`src/rtl/dest_match_pkg.sv`:
```
// Package: shared sizes and codes for the destination mask generator.
// Assumes: identifiers are as wide as the destination field.
package dest_match_pkg;
    localparam int unsigned DM_DEST_W = 8;
    localparam int unsigned DM_REG_W  = 32;

    // Addressing model selected by bits [31:28] of a target's format register
    typedef enum logic [3:0] {
        FMT_CLUSTER = 4'h0,
        FMT_FLAT    = 4'hF
    } dm_fmt_e;

    // Per-target match result
    typedef struct packed {
        logic phys_hit;
        logic logic_hit;
    } dm_hit_t;
endpackage

```
`src/rtl/dm_present_decode.sv`:
```
// Module: turns the populated-slot count into a per-slot presence vector.
// Assumes: a count above N makes every slot present.
module dm_present_decode #(
    parameter int unsigned N     = 8,
    parameter int unsigned CNT_W = $clog2(N + 1)
) (
    input  logic [CNT_W-1:0] count_i,
    output logic [N-1:0]     present_o
);
    // Slot i is present when its index lies below the count
    always_comb begin
        for (int i = 0; i < N; i++) begin
            present_o[i] = (32'(count_i) > 32'(i));
        end
    end
endmodule

```
`src/rtl/dm_target_match.sv`:
```
// Module: checks one target against the destination under both modes.
// Assumes: the logical field sits in bits [31:24] of the logical register and
// the model nibble sits in bits [31:28] of the format register.
module dm_target_match
    import dest_match_pkg::*;
(
    input  logic [DM_DEST_W-1:0] dest_i,
    input  logic                 present_i,
    input  logic [DM_DEST_W-1:0] phys_id_i,
    input  logic [DM_REG_W-1:0]  ldr_i,
    input  logic [DM_REG_W-1:0]  dfr_i,
    output dm_hit_t              hit_o
);
    logic [7:0] lfield;
    logic [3:0] model;
    logic       flat_hit;
    logic       clus_hit;

    // Extract the logical field and the addressing model
    always_comb begin
        lfield = ldr_i[31:24];
        model  = dfr_i[31:28];
    end

    // Evaluate each addressing model separately
    always_comb begin
        flat_hit = |(dest_i & lfield);
        clus_hit = (lfield[7:4] == dest_i[7:4]) && (|(lfield[3:0] & dest_i[3:0]));
    end

    // Combine with presence; unknown models never match
    always_comb begin
        hit_o.phys_hit = present_i && (phys_id_i == dest_i);
        unique case (model)
            FMT_FLAT:    hit_o.logic_hit = present_i && (dest_i != '0) && flat_hit;
            FMT_CLUSTER: hit_o.logic_hit = present_i && (dest_i != '0) && clus_hit;
            default:     hit_o.logic_hit = 1'b0;
        endcase
    end
endmodule

```
`src/rtl/dm_first_hit.sv`:
```
// Module: keeps only the lowest-index set bit of a hit vector.
// Assumes: bit 0 has the highest precedence.
module dm_first_hit #(
    parameter int unsigned N = 8
) (
    input  logic [N-1:0] hits_i,
    output logic [N-1:0] first_o
);
    logic [N:0] seen;

    // Ripple a "lower bit already taken" flag upward
    always_comb begin
        seen[0] = 1'b0;
        for (int i = 0; i < N; i++) begin
            first_o[i]  = hits_i[i] & ~seen[i];
            seen[i + 1] = seen[i] | hits_i[i];
        end
    end
endmodule

```
`src/rtl/dest_match_gen.sv`:
```
// Module: top of the destination mask generator. Registers mask, valid and
// none flag one cycle after a request.
// Assumes: inputs are stable in the cycle req_i is high; packed target
// buses place target i at slice i.
module dest_match_gen
    import dest_match_pkg::*;
#(
    parameter int unsigned N     = 8,
    parameter int unsigned CNT_W = $clog2(N + 1)
) (
    input  logic                    clk,
    input  logic                    rst_n,
    input  logic                    req_i,
    input  logic [DM_DEST_W-1:0]    dest_i,
    input  logic                    logical_mode_i,
    input  logic [CNT_W-1:0]        tgt_count_i,
    input  logic [N*DM_DEST_W-1:0]  tgt_phys_id_i,
    input  logic [N*DM_REG_W-1:0]   tgt_ldr_i,
    input  logic [N*DM_REG_W-1:0]   tgt_dfr_i,
    output logic                    valid_o,
    output logic [N-1:0]            mask_o,
    output logic                    none_o
);
    logic [N-1:0] present;
    logic [N-1:0] phys_hits;
    logic [N-1:0] logic_hits;
    logic [N-1:0] phys_first;
    logic [N-1:0] mask_d;

    dm_present_decode #(.N(N), .CNT_W(CNT_W)) i_present (
        .count_i   (tgt_count_i),
        .present_o (present)
    );

    for (genvar g = 0; g < N; g++) begin : g_tgt
        dm_hit_t hit;
        dm_target_match i_match (
            .dest_i    (dest_i),
            .present_i (present[g]),
            .phys_id_i (tgt_phys_id_i[g*DM_DEST_W +: DM_DEST_W]),
            .ldr_i     (tgt_ldr_i[g*DM_REG_W +: DM_REG_W]),
            .dfr_i     (tgt_dfr_i[g*DM_REG_W +: DM_REG_W]),
            .hit_o     (hit)
        );
        assign phys_hits[g]  = hit.phys_hit;
        assign logic_hits[g] = hit.logic_hit;
    end

    dm_first_hit #(.N(N)) i_first (
        .hits_i  (phys_hits),
        .first_o (phys_first)
    );

    // Pick the mask of the requested mode
    always_comb begin
        mask_d = logical_mode_i ? logic_hits : phys_first;
    end

    // Capture the result on a request; hold otherwise
    always_ff @(posedge clk) begin
        if (!rst_n) begin
            valid_o <= 1'b0;
            mask_o  <= '0;
            none_o  <= 1'b1;
        end else begin
            valid_o <= req_i;
            if (req_i) begin
                mask_o <= mask_d;
                none_o <= (mask_d == '0);
            end
        end
    end


    phys_single_chk: assert property (@(posedge clk) disable iff (!rst_n)
        valid_o && !$past(logical_mode_i) |-> $onehot0(mask_o));

    zero_dest_chk: assert property (@(posedge clk) disable iff (!rst_n)
        valid_o && $past(logical_mode_i) && ($past(dest_i) == '0) |-> (mask_o == '0));

    absent_slot_chk: assert property (@(posedge clk) disable iff (!rst_n)
        valid_o |-> ((mask_o >> $past(tgt_count_i)) == '0));

    valid_pulse_chk: assert property (@(posedge clk) disable iff (!rst_n)
        req_i |=> valid_o);

    idle_hold_chk: assert property (@(posedge clk) disable iff (!rst_n)
        !req_i |=> !valid_o && $stable(mask_o) && $stable(none_o));

    none_flag_chk: assert property (@(posedge clk) disable iff (!rst_n)
        none_o == (mask_o == '0));
endmodule

```
`config.mk`:
```
export PLATFORM = sky130hd
export DESIGN_NAME = dest_match_gen
export DESIGN_NICKNAME = d
export VERILOG_FILES = /design/src/rtl/dest_match_pkg.sv /design/src/rtl/dm_present_decode.sv /design/src/rtl/dm_target_match.sv /design/src/rtl/dm_first_hit.sv /design/src/rtl/dest_match_gen.sv
export SDC_FILE = /design/constraint.sdc
export NUM_CORES = 1
export LEC_CHECK = 0
export BUFFER_PORTS_ARGS = -buffer_cell sky130_fd_sc_hd__buf_2
export CAP_MARGIN = 20
export CORE_AREA = 3 3 233 235
export DETAILED_ROUTE_END_ITERATION = 6
export DIE_AREA = 0 0 236 238
export HOLD_SLACK_MARGIN = 0.08
export SLEW_MARGIN = 20
export SYNTH_ARGS = -nofsm -noshare
export SYNTH_HDL_FRONTEND = slang
export SYNTH_SLANG_ARGS = --single-unit
```
`constraint.sdc`:
```
create_clock -name clk -period 3.3 [get_ports clk]
set_clock_uncertainty 0.1 [all_clocks]
set_input_delay 0.495 -clock clk [delete_from_list [all_inputs] [get_ports clk]]
set_output_delay 0.495 -clock clk [all_outputs]
set_load 0.02 [all_outputs]
```
==> metrics.txt, run 1 <==
via count of the first global-routing pass between 2000 and 3000; unrepaired setup endpoints after global routing false; fin area 0.004384 sq mm; distinct cell type count of the synthesized netlist 45; post-synthesis instance area 0.002296 sq mm; Gate Count Post-Synth roughly 270; routed wire length between 15000 and 20000 um; Final Wtd Congestion 0.7043; Required @ worst endpoint 3330 ps; final setup violating endpoints 0; detailed-route vias per instance between 2 and 3; Post-Place Worst Slack 165.2 ps; actual slew at the worst max-slew pin 568.6 ps; Critical R2R Capture none_o; maximum clock frequency 363.8 MHz; post-route worst setup slack 551.4 ps; post-synthesis register bit count 10; Post-DRT Antenna Nets 0; kind of start point of the critical path input pin; half-perimeter wire length after placement 15780 um; number of sinks on the clock net 10; most instantiated cells after synthesis 37 x xnor2_1, 33 x nor4_1, 32 x ha_1, 27 x xor2_1, 13 x a21oi_1; total leakage power 1.799 nW; terminating pin of the worst hold path mask_o[0]; area delta synth->final 90.95%; die boundary width 236 um; clock tree from TritonCTS yes; GRT Residual Overflow 0; final core area utilization roughly 8.4%; critical-path maximum fanout 7; total number of vias 3033; maximum number of pins on one net before global-route repair 19; Syn Nets between 800 and 900; post-route minimum period 2749 ps; number of max-slew violations in the final report 0; wire length of the first global-routing pass 22450 um; proportion of layout cells with a drive suffix above 1 between 40% and 50%; starting utilization of the core area 4.378%; Max VDD drop roughly 0.12 mV; top cell type's share of synthesized area 17.44%; count of flip-flops with a built-in enable after synthesis 0; Reg2Reg Launch Point none_o; GRT Util Overall 5.772%; routed len/inst 14.23 um; cts repair resizes 0; post-CTS setup buffers 0; total power 795.4 uW; number of I/O port buffers 185; type of the most critical hold path flop to flop; depth of the most critical reg-to-reg path 3; part of the cycle the worst path needs 83.29%; kind of critical path input pin to flop; largest cells by area after synthesis ha_1 17%, xnor2_1 14%, xor2_1 10%; y dimension of the die 238 um; Pwr per Cell Area 181.4 mW/mm^2; outcome complete, no violations; Critical Path Sink Type flop; Worst Hold Path Cells 2; top-count cell post-synth xnor2_1; number of violations of the max-capacitance limit 0; proportion of synthesized flip-flops having asynchronous set or reset 0%; placeable core area approximately 0.052 sq mm; Post-synth top flop dfxtp_1; drt drc 0; Synth area leader ha_1; post-synthesis sequential area ratio under 10%; R2R Setup Slk around 2500 ps; violation count after the first detailed-routing iteration 104; CP max-delay cell a31oi_1; relative slew slack 61.74%; initial antenna violation count 12; TritonRoute pass-1 iters 4; startpoint of the lowest-slack hold path mask_o[0]; CTS clk-pin slew, worst paths ~40 ps; total number of placement rows 84; Longest Clk Path Bufs 2; cell at the root of the clock tree clkbuf_16; post-detailed-placement cell area ~0.0043 sq mm; mean post-synth cell area ~8.4 sq um; number of top-level design ports 602; Sum Neg Setup Slack 0 ps; number of buffers added by the clock tree synthesis step 3; cells along the critical path buf_2 > buf_4 > xor2_1 > nor4_1 > a31oi_1 > nand3_1 > nor4_1 > buf_4 > a21oi_1 > a41o_1; H-tree depth 1; warnings from Yosys 0; number of nets in the layout 1118; Slowest Stage Delay on Critical Path 420 ps; insertion delay to the later sink of the worst-skew pair approximately 240 ps; arrival time of the worst setup path 2780 ps; endpoints failing hold 0; hold buffer count at CTS 0; Die Footprint 0.05617 sq mm
[cell type report]
class / instances / area, sq um
multi-input cells: 247 / 1948
diodes: 6 / 15.01
inverters: 2 / 7.507
fillers: 6167 / 48060
clock buffers: 4 / 88.84
repair buffers: 230 / 1264
well taps: 688 / 860.8
flip-flops and latches: 10 / 200.2
[through the flow]
stage | hold slack [ps] | cells
finish | 376.3 | 1187
global route | 420.6 | 1182
CTS | 379.4 | 1181
detailed placement | 374.1 | 1177
global placement | 380.3 | 1177
floorplan | 455.9 | 274
[layout by cell type (no fill, tap or decap), drive strengths merged, types with 2 or more instances in the layout]
master  instances
diode           6
nand2           7
buf           230
xnor2          37
a211oi          9
nor4           33
nand4          12
o211a           2
nand3           7
or4             2
a221oi          5
nor2           11
a31oi           3
dfxtp          10
and3            5
inv             2
a22oi           6
ha             32
o21ai           8
a22o            5
and4            3
a21oi          13
xor2           27
clkbuf          4
nor3            7
[worst max-delay path, delay by kind of cell]
family | cells | cell delay (ps)
AOI/OAI and AO/OA | 3 | 850
xor gates and xnor gates | 1 | 130
and+or+nand+nor | 3 | 630
buffers and inverters | 3 | 670
[worst max path at each step]
stage               depth (start not counted)  slack, ps     end  startpoint
finish                                     10        550  none_o   dest_i[4]
CTS                                         9        410  none_o   dest_i[6]
global route                               10        200  none_o   dest_i[4]
detailed placement                          9        170  none_o   dest_i[6]
floorplan                                   8       1020  none_o   dest_i[4]
global placement                            9        170  none_o   dest_i[6]
[per-layer routing]
metal  global-route usage (%)  share of wire (%)
met5                        0                  0
met4                   0.7375                1.3
met3                   0.8437                 12
met2                    8.096                 37
met1                    9.297                 50
[cell families after synthesis]
logic type | synth area share [%]
fa+ha+maj | 17.44
compound gates | 18.04
simple gates | 24.96
flops | 8.719
buf+inv | 6.430
xor+xnor | 24.41
[report_power, final]
part           internal, mW  total [mW]  switching, mW
clock network         0.182       0.241         0.0587
registers             0.128       0.131        0.00282
logic                 0.204       0.424          0.219
total                 0.514       0.795          0.281
[registers in the layout, summed over array words and instances, names as in the netlist]
signal / count
mask_o: 8
none_o: 1
valid_o: 1
Power figures use the tool's default switching activity.
==> run 2: changes to the inputs <==
--- a/config.mk
+++ b/config.mk
@@ -5,11 +5,12 @@
 export SDC_FILE = /design/constraint.sdc
 export NUM_CORES = 1
 export LEC_CHECK = 0
+export ABC_AREA = 1
 export BUFFER_PORTS_ARGS = -buffer_cell sky130_fd_sc_hd__buf_2
 export CAP_MARGIN = 20
-export CORE_AREA = 3 3 233 235
+export CORE_AREA = 3 3 236 238
 export DETAILED_ROUTE_END_ITERATION = 6
-export DIE_AREA = 0 0 236 238
+export DIE_AREA = 0 0 239 241
 export HOLD_SLACK_MARGIN = 0.08
 export SLEW_MARGIN = 20
 export SYNTH_ARGS = -nofsm -noshare
==> constraint.sdc (replaced) <==
create_clock -name clk -period 2.45 [get_ports clk]
set_clock_uncertainty 0.1 [all_clocks]
set_input_delay 0.3675 -clock clk [delete_from_list [all_inputs] [get_ports clk]]
set_output_delay 0.3675 -clock clk [all_outputs]
set_load 0.02 [all_outputs]
==> run 2 against run 1 <==
  * Global-route usage increased by 0.60 points
  * Combinational power increased by 65%
  * Via count increased by 33%
  * Power increased by 50%
  * Clock-buffer cell count unchanged
  * Utilization increased by 1.3 points
  * Synthesized cell count increased by 100%
  * Worst setup slack got worse by 220 ps
  * Sequential cell count unchanged
  * Area after synthesis increased by 35%
  * Largest power group unchanged
  * Highest routed layer unchanged
==> metrics.txt, run 2 <==
most instantiated cells after synthesis 166 x nand2_1, 88 x nor2_1, 67 x inv_1, 32 x ha_1, 24 x nand3_1; area delta synth->final 67.96%; number of sinks on the clock net 10 (unchanged); CTS clk-pin slew, worst paths 40 ps (about the same); cts repair resizes 0 (unchanged); Longest Clk Path Bufs 2 (unchanged); final setup violating endpoints 0 (unchanged); proportion of synthesized flip-flops having asynchronous set or reset 0% (unchanged); Post-DRT Antenna Nets 0 (unchanged); drt drc 0 (unchanged); Critical R2R Capture mask_o[3]; via count of the first global-routing pass 3843 (+29%); warnings from Yosys 0 (unchanged); starting utilization of the core area 5.768% (+1.4 points); depth of the most critical reg-to-reg path 4 (+1); largest reg by FF count mask_o; insertion delay to the later sink of the worst-skew pair 240 ps (about the same); half-perimeter wire length after placement 17730 um (+12%); Gate Count Post-Synth 549 (+100%); Critical Path Sink Type flop; Synth area leader nand2_1; total number of vias 4040 (+33%); R2R Setup Slk 1700 ps (-760 ps); total number of placement rows 85 (+1.2%); number of buffers added by the clock tree synthesis step 3 (unchanged); Reg2Reg Launch Point mask_o[3]; Final Wtd Congestion 0.8062 (+14%); routed wire length 19110 um (+13%); post-CTS setup buffers 0 (unchanged); endpoints failing hold 0 (unchanged); total leakage power 2.700 nW (+50%); routed len/inst 13.07 um (-8.1%); Required @ worst endpoint 2480 ps (-850 ps); post-route minimum period between 2000 and 2500 ps; number of top-level design ports 602 (unchanged); wire length of the first global-routing pass 26150 um (+16%); TritonRoute pass-1 iters 4 (unchanged); clock tree from TritonCTS yes; post-synthesis sequential area ratio 6.449% (-2.3 points); largest cells by area after synthesis nand2_1 20%, ha_1 13%, nor2_1 11%; cell at the root of the clock tree clkbuf_16; arrival time of the worst setup path 2150 ps (-630 ps); timing endpoint of the critical path none_o; post-synthesis register bit count 10 (unchanged); H-tree depth 1 (unchanged); actual slew at the worst max-slew pin 469.2 ps (-99.42 ps); leading cell type in the layout, fill and taps excluded buf_2; number of max-slew violations in the final report 0 (unchanged); detailed-route vias per instance 2.763 (+8.1%); Post-Place Worst Slack 63.24 ps (-102.0 ps); number of I/O port buffers 185 (unchanged); y dimension of the die 241 um (+1.3%); number of nets in the layout 1389 (+24%); GRT Residual Overflow 0 (unchanged); flip-flop count of the largest register, all copies and words added 8 (unchanged); top cell type's share of synthesized area 20.07% (+2.6 points); mean post-synth cell area 5.654 sq um (-33%); maximum clock frequency 472.6 MHz; Pwr per Cell Area 229.2 mW/mm^2 (+26%); relative slew slack 68.72% (+7.0 points); die boundary width 239 um (+1.3%); proportion of layout cells with a drive suffix above 1 36.39% (-14 points); highest-count cells in the layout ignoring fill and taps 185 x buf_2, 166 x nand2_1, 88 x nor2_1; outcome complete, no violations; kind of critical path input pin to flop; maximum number of pins on one net before global-route repair 13 (-6); post-synthesis instance area 0.003104 sq mm (+35%); origin of the worst setup path dest_i[4]; top-count cell post-synth nand2_1; placeable core area 0.05381 sq mm (+2.6%); Max VDD drop 0.1623 mV (+40%); GRT Util Overall 6.371% (+0.60 points); Worst Hold Path Cells 3 (+1); distinct cell type count of the synthesized netlist 39 (-13%); Post-synth top flop dfxtp_1; initial antenna violation count 6 (-6); count of flip-flops with a built-in enable after synthesis 0 (unchanged); Syn Nets 1173 (+31%); critical-path maximum fanout 9 (+2); count of filler cells inserted in the layout 6394 (+3.7%); part of the cycle the worst path needs 86.36%; type of the most critical hold path input pin to flop; number of violations of the max-capacitance limit 0 (unchanged); hold buffer count at CTS 0 (unchanged); Sum Neg Setup Slack 0 ps (unchanged); largest registers ranked by flip-flop count mask_o x8, none_o x1, valid_o x1; violation count after the first detailed-routing iteration 151 (+45%); Die Footprint 0.05760 sq mm (+2.5%); post-route worst setup slack 334.2 ps (-217.1 ps); unrepaired setup endpoints after global routing false; kind of start point of the critical path input pin
run 2: cell count changes after synthesis, sizes merged, moves of 4 or more:
cell,previous run,this run
nand4,12,17
and3,5,1
a211oi,9,0
xor2,27,18
xnor2,37,13
nand2,7,179
o21ai,8,19
or2,1,5
nor4,33,8
nand3,7,25
inv,2,75
a22oi,6,0
nor2,11,105
run 2: worst min path at each step:
stage                          from         to  slack (ps)
after CTS                     rst_n    valid_o         310
after floorplan               rst_n    valid_o         400
after global routing          rst_n  mask_o[1]         340
after global placement       none_o     none_o         350
final                         rst_n    valid_o         320
after detailed placement  mask_o[0]  mask_o[0]         370
run 2: cell families after synthesis:
| logic type | count (synthesis) | share of synthesized area [%] |
|---|---|---|
| adder cells (fa/ha/maj) | 32 | 12.90 |
| AND/OR/NAND/NOR | 345 | 48.85 |
| XOR/XNOR | 31 | 8.988 |
| flip-flops | 10 | 6.449 |
| AO/OA/AOI/OAI | 42 | 8.626 |
| buffers and inverters | 89 | 14.19 |
run 2: layer usage:
layer	GRT usage, %	part of all wire (%)	up-vias
met1	8.953	48	1726
li1	-	-	2170
met3	1.383	5.7	4
met5	0	0	-
met2	10.46	46	140
met4	0.3665	0.39	0
run 2: per-stage QoR:
stage	hold WS (ps)	std cells	power, mW	utilization [%]	area, sq um
after floorplan	397.2	549	0.5319	-	3104
after global placement	353.8	1456	0.8914	9.514	5120
after detailed placement	369.9	1456	0.8944	9.514	5120
after CTS	307.4	1460	1.225	9.679	5209
after global routing	338.1	1460	1.311	9.679	5209
final	322.0	1462	1.195	9.688	5214
run 2: layout make-up:
class                      instances  area (sq um)  area share, %
inverter                          75         296.5          5.688
antenna                            2         5.005        0.09599
multi-input combinational        450          2464          47.25
tap                              696         870.8          16.70
clock buffer                       4         88.84          1.704
timing repair buffer             225          1289          24.72
sequential                        10         200.2          3.840
run 2: power breakdown:
group          internal (mW)  leakage, nW  switching [mW]
logic                  0.306         2.57           0.392
registers              0.172       0.0823         0.00381
clock network          0.245       0.0442          0.0757
run 2: worst max-delay path, stage by stage:
cell	delay [ps]
buf_2	320
buf_12	180
xor2_1	130
nor2_1	50
nand2_1	140
inv_1	60
nand2_1	110
nand2_1	70
nor2_2	150
nand4_1	210
nand2_1	170
nor2_1	60
nand2_1	60
nand2_1	40
==> run 3: changes to the inputs <==
--- a/config.mk
+++ b/config.mk
@@ -9,9 +9,11 @@
 export BUFFER_PORTS_ARGS = -buffer_cell sky130_fd_sc_hd__buf_2
 export CAP_MARGIN = 20
 export CORE_AREA = 3 3 236 238
+export CTS_CLUSTER_SIZE = 8
 export DETAILED_ROUTE_END_ITERATION = 6
 export DIE_AREA = 0 0 239 241
-export HOLD_SLACK_MARGIN = 0.08
+export HOLD_SLACK_MARGIN = 0.03
+export MAX_ROUTING_LAYER = met4
 export SLEW_MARGIN = 20
 export SYNTH_ARGS = -nofsm -noshare
 export SYNTH_HDL_FRONTEND = slang
==> run 3 against run 2 <==
  * Non-clock buffer count unchanged
  * Clock-buffer cell count did not move
  * Via count is 1.4% higher
  * First-iteration DRC count is 1.3% higher
  * Power is essentially flat
  * Worst hold slack lost 6.6 ps
  * Routed wire length fell by 0.32%
  * Final cell count unchanged
  * Fmax shrank 0.74%
  * Die area is the same
  * Combinational power is essentially flat
  * Sequential share of layout area is the same
==> metrics.txt, run 3 (synthesis gave the netlist of run 2 again) <==
switching power of the nets 472.2 uW (+0.14%); final standard cell count with taps included and fillers excluded 1462 (unchanged); actual slew at the worst max-slew pin 468.2 ps (-0.9712 ps); wire length of the first global-routing pass 26060 um (-0.34%); part of the cycle the worst path needs 87.00% (+0.65 points); cell-internal power 723.4 uW (about the same); arrival time of the worst setup path 2160 ps (about the same); starting utilization of the core area 5.768% (unchanged); proportion of layout cells with a drive suffix above 1 36.39% (unchanged); Critical Path Sink Type flop; Post-DRT Antenna Nets 0 (unchanged); Pwr per Cell Area 229.3 mW/mm^2 (about the same); initial antenna violation count 6 (unchanged); relative slew slack 68.79% (about the same); number of I/O port buffers 185 (unchanged); Die Footprint 0.05760 sq mm (unchanged); Required @ worst endpoint 2480 ps (about the same); maximum number of pins on one net before global-route repair 13 (unchanged); routed wire length 19050 um (-0.32%); Sum Neg Setup Slack 0 ps (unchanged); drt drc 0 (unchanged); total power 1.196 mW (about the same); kind of start point of the critical path input pin; switching power as a share of total power 39.50% (about the same); Worst Hold Slack 315.4 ps (-6.588 ps); routed len/inst 13.03 um (-0.32%); Combinational Power Share 58.3% (about the same); GRT Util Overall 6.563% (+0.19 points); number of max-slew violations in the final report 0 (unchanged); cell at the root of the clock tree clkbuf_16; number of violations of the max-capacitance limit 0 (unchanged); post-route minimum period 2132 ps (+15.82 ps); post-CTS setup buffers 0 (unchanged); number of sinks on the clock net 10 (unchanged); flip-flop count of the largest register, all copies and words added 8 (unchanged); fin area 0.005214 sq mm (unchanged); endpoints failing hold 0 (unchanged); Max VDD drop 0.1626 mV (+0.16%); die boundary width 239 um (unchanged); largest registers ranked by flip-flop count mask_o x8, none_o x1, valid_o x1; clock tree from TritonCTS yes; CTS clk-pin slew, worst paths 40 ps (about the same); insertion delay to the later sink of the worst-skew pair 240 ps (about the same); violation count after the first detailed-routing iteration 153 (+1.3%); via count of the first global-routing pass 3863 (+0.52%); total number of vias 4096 (+1.4%); register share of total power 14.7% (about the same); H-tree depth 1 (unchanged); placeable core area 0.05381 sq mm (unchanged); half-perimeter wire length after placement 17730 um (unchanged); Longest Clk Path Bufs 2 (unchanged); GRT Residual Overflow 0 (unchanged); total leakage power 2.700 nW (unchanged); type of the most critical hold path input pin to flop; TritonRoute pass-1 iters 4 (unchanged); number of buffers added by the clock tree synthesis step 3 (unchanged); largest reg by FF count mask_o; unrepaired setup endpoints after global routing false; leading cell type in the layout, fill and taps excluded buf_2; area delta synth->final 67.96% (unchanged); kind of critical path input pin to flop; post-detailed-placement cell area 0.005120 sq mm (unchanged); count of filler cells inserted in the layout 6395 (+0.016%); y dimension of the die 241 um (unchanged); proportion of power drawn by the clock network 27.0% (about the same); maximum clock frequency 469.1 MHz (-0.74%); number of top-level design ports 602 (unchanged); hold buffer count at CTS 0 (unchanged); final setup violating endpoints 0 (unchanged); critical-path maximum fanout 9 (unchanged); Final Wtd Congestion 0.8194 (+1.6%); outcome complete, no violations; total number of placement rows 85 (unchanged); highest-count cells in the layout ignoring fill and taps 185 x buf_2, 166 x nand2_1, 88 x nor2_1; number of nets in the layout 1389 (unchanged); detailed-route vias per instance 2.802 (+1.4%); cts repair resizes 0 (unchanged); post-placement cell count 1456 (unchanged)
-- run 3: cell counts in the layout (fill, tap and decap cells not counted) --
No cell type changed its count.
-- run 3: metrics by stage --
step | utilization, % | setup WS, ps
2_1_floorplan | - | 774.0
3_3_place_gp | 9.514 | 64.28
3_5_place_dp | 9.514 | 63.24
4_1_cts | 9.679 | 310.3
5_1_grt | 9.684 | 149.1
6_report | 9.688 | 318.4
-- run 3: area by class of cell --
type / instances / area, sq um / share of cell area (%)
clock buffers: 4 / 88.84 / 1.704
flip-flops and latches: 10 / 200.2 / 3.840
multi-input cells: 450 / 2464 / 47.25
repair buffers: 225 / 1289 / 24.72
inverters: 75 / 296.5 / 5.688
diodes: 2 / 5.005 / 0.09599
well taps: 696 / 870.8 / 16.70
-- run 3: worst max-delay path, stage by stage --
cell and delay [ps]:
buf_2 330, buf_12 180, xor2_1 130, nor2_1 50
nand2_1 140, inv_1 60, nand2_1 100, nand2_1 70
nor2_2 150, nand4_1 220, nand2_1 180, nor2_1 60
nand2_1 60, nand2_1 40
-- run 3: worst paths after layout --
| kind | start | to | slack, ps | cells after the start |
|---|---|---|---|---|
| worst max-delay path | dest_i[4] | none_o | 320 | 14 |
| worst min-delay path | rst_n | valid_o | 320 | 3 |
| worst max register to register | mask_o[3] | mask_o[3] | 1690 | 4 |
| worst min register to register | mask_o[1] | mask_o[1] | 380 | 2 |
-- run 3: power by group through the flow --
stage | clock network (mW) | registers [mW] | logic (mW)
3_3_place_gp | 0 | 0.178 | 0.713
4_1_cts | 0.332 | 0.176 | 0.718
5_1_grt | 0.340 | 0.177 | 0.794
2_1_floorplan | 0 | 0.189 | 0.343
3_5_place_dp | 0 | 0.179 | 0.716
6_report | 0.323 | 0.176 | 0.697
-- run 3: routing by layer --
metal | vias to the layer above | track usage (%) | part of all wire [%]
li1 | 2175 | - | -
met1 | 1772 | 9.022 | 49
met2 | 145 | 10.46 | 46
met3 | 4 | 1.257 | 5.2
met4 | 0 | 0.3665 | 0.41
met5 | - | - | 0
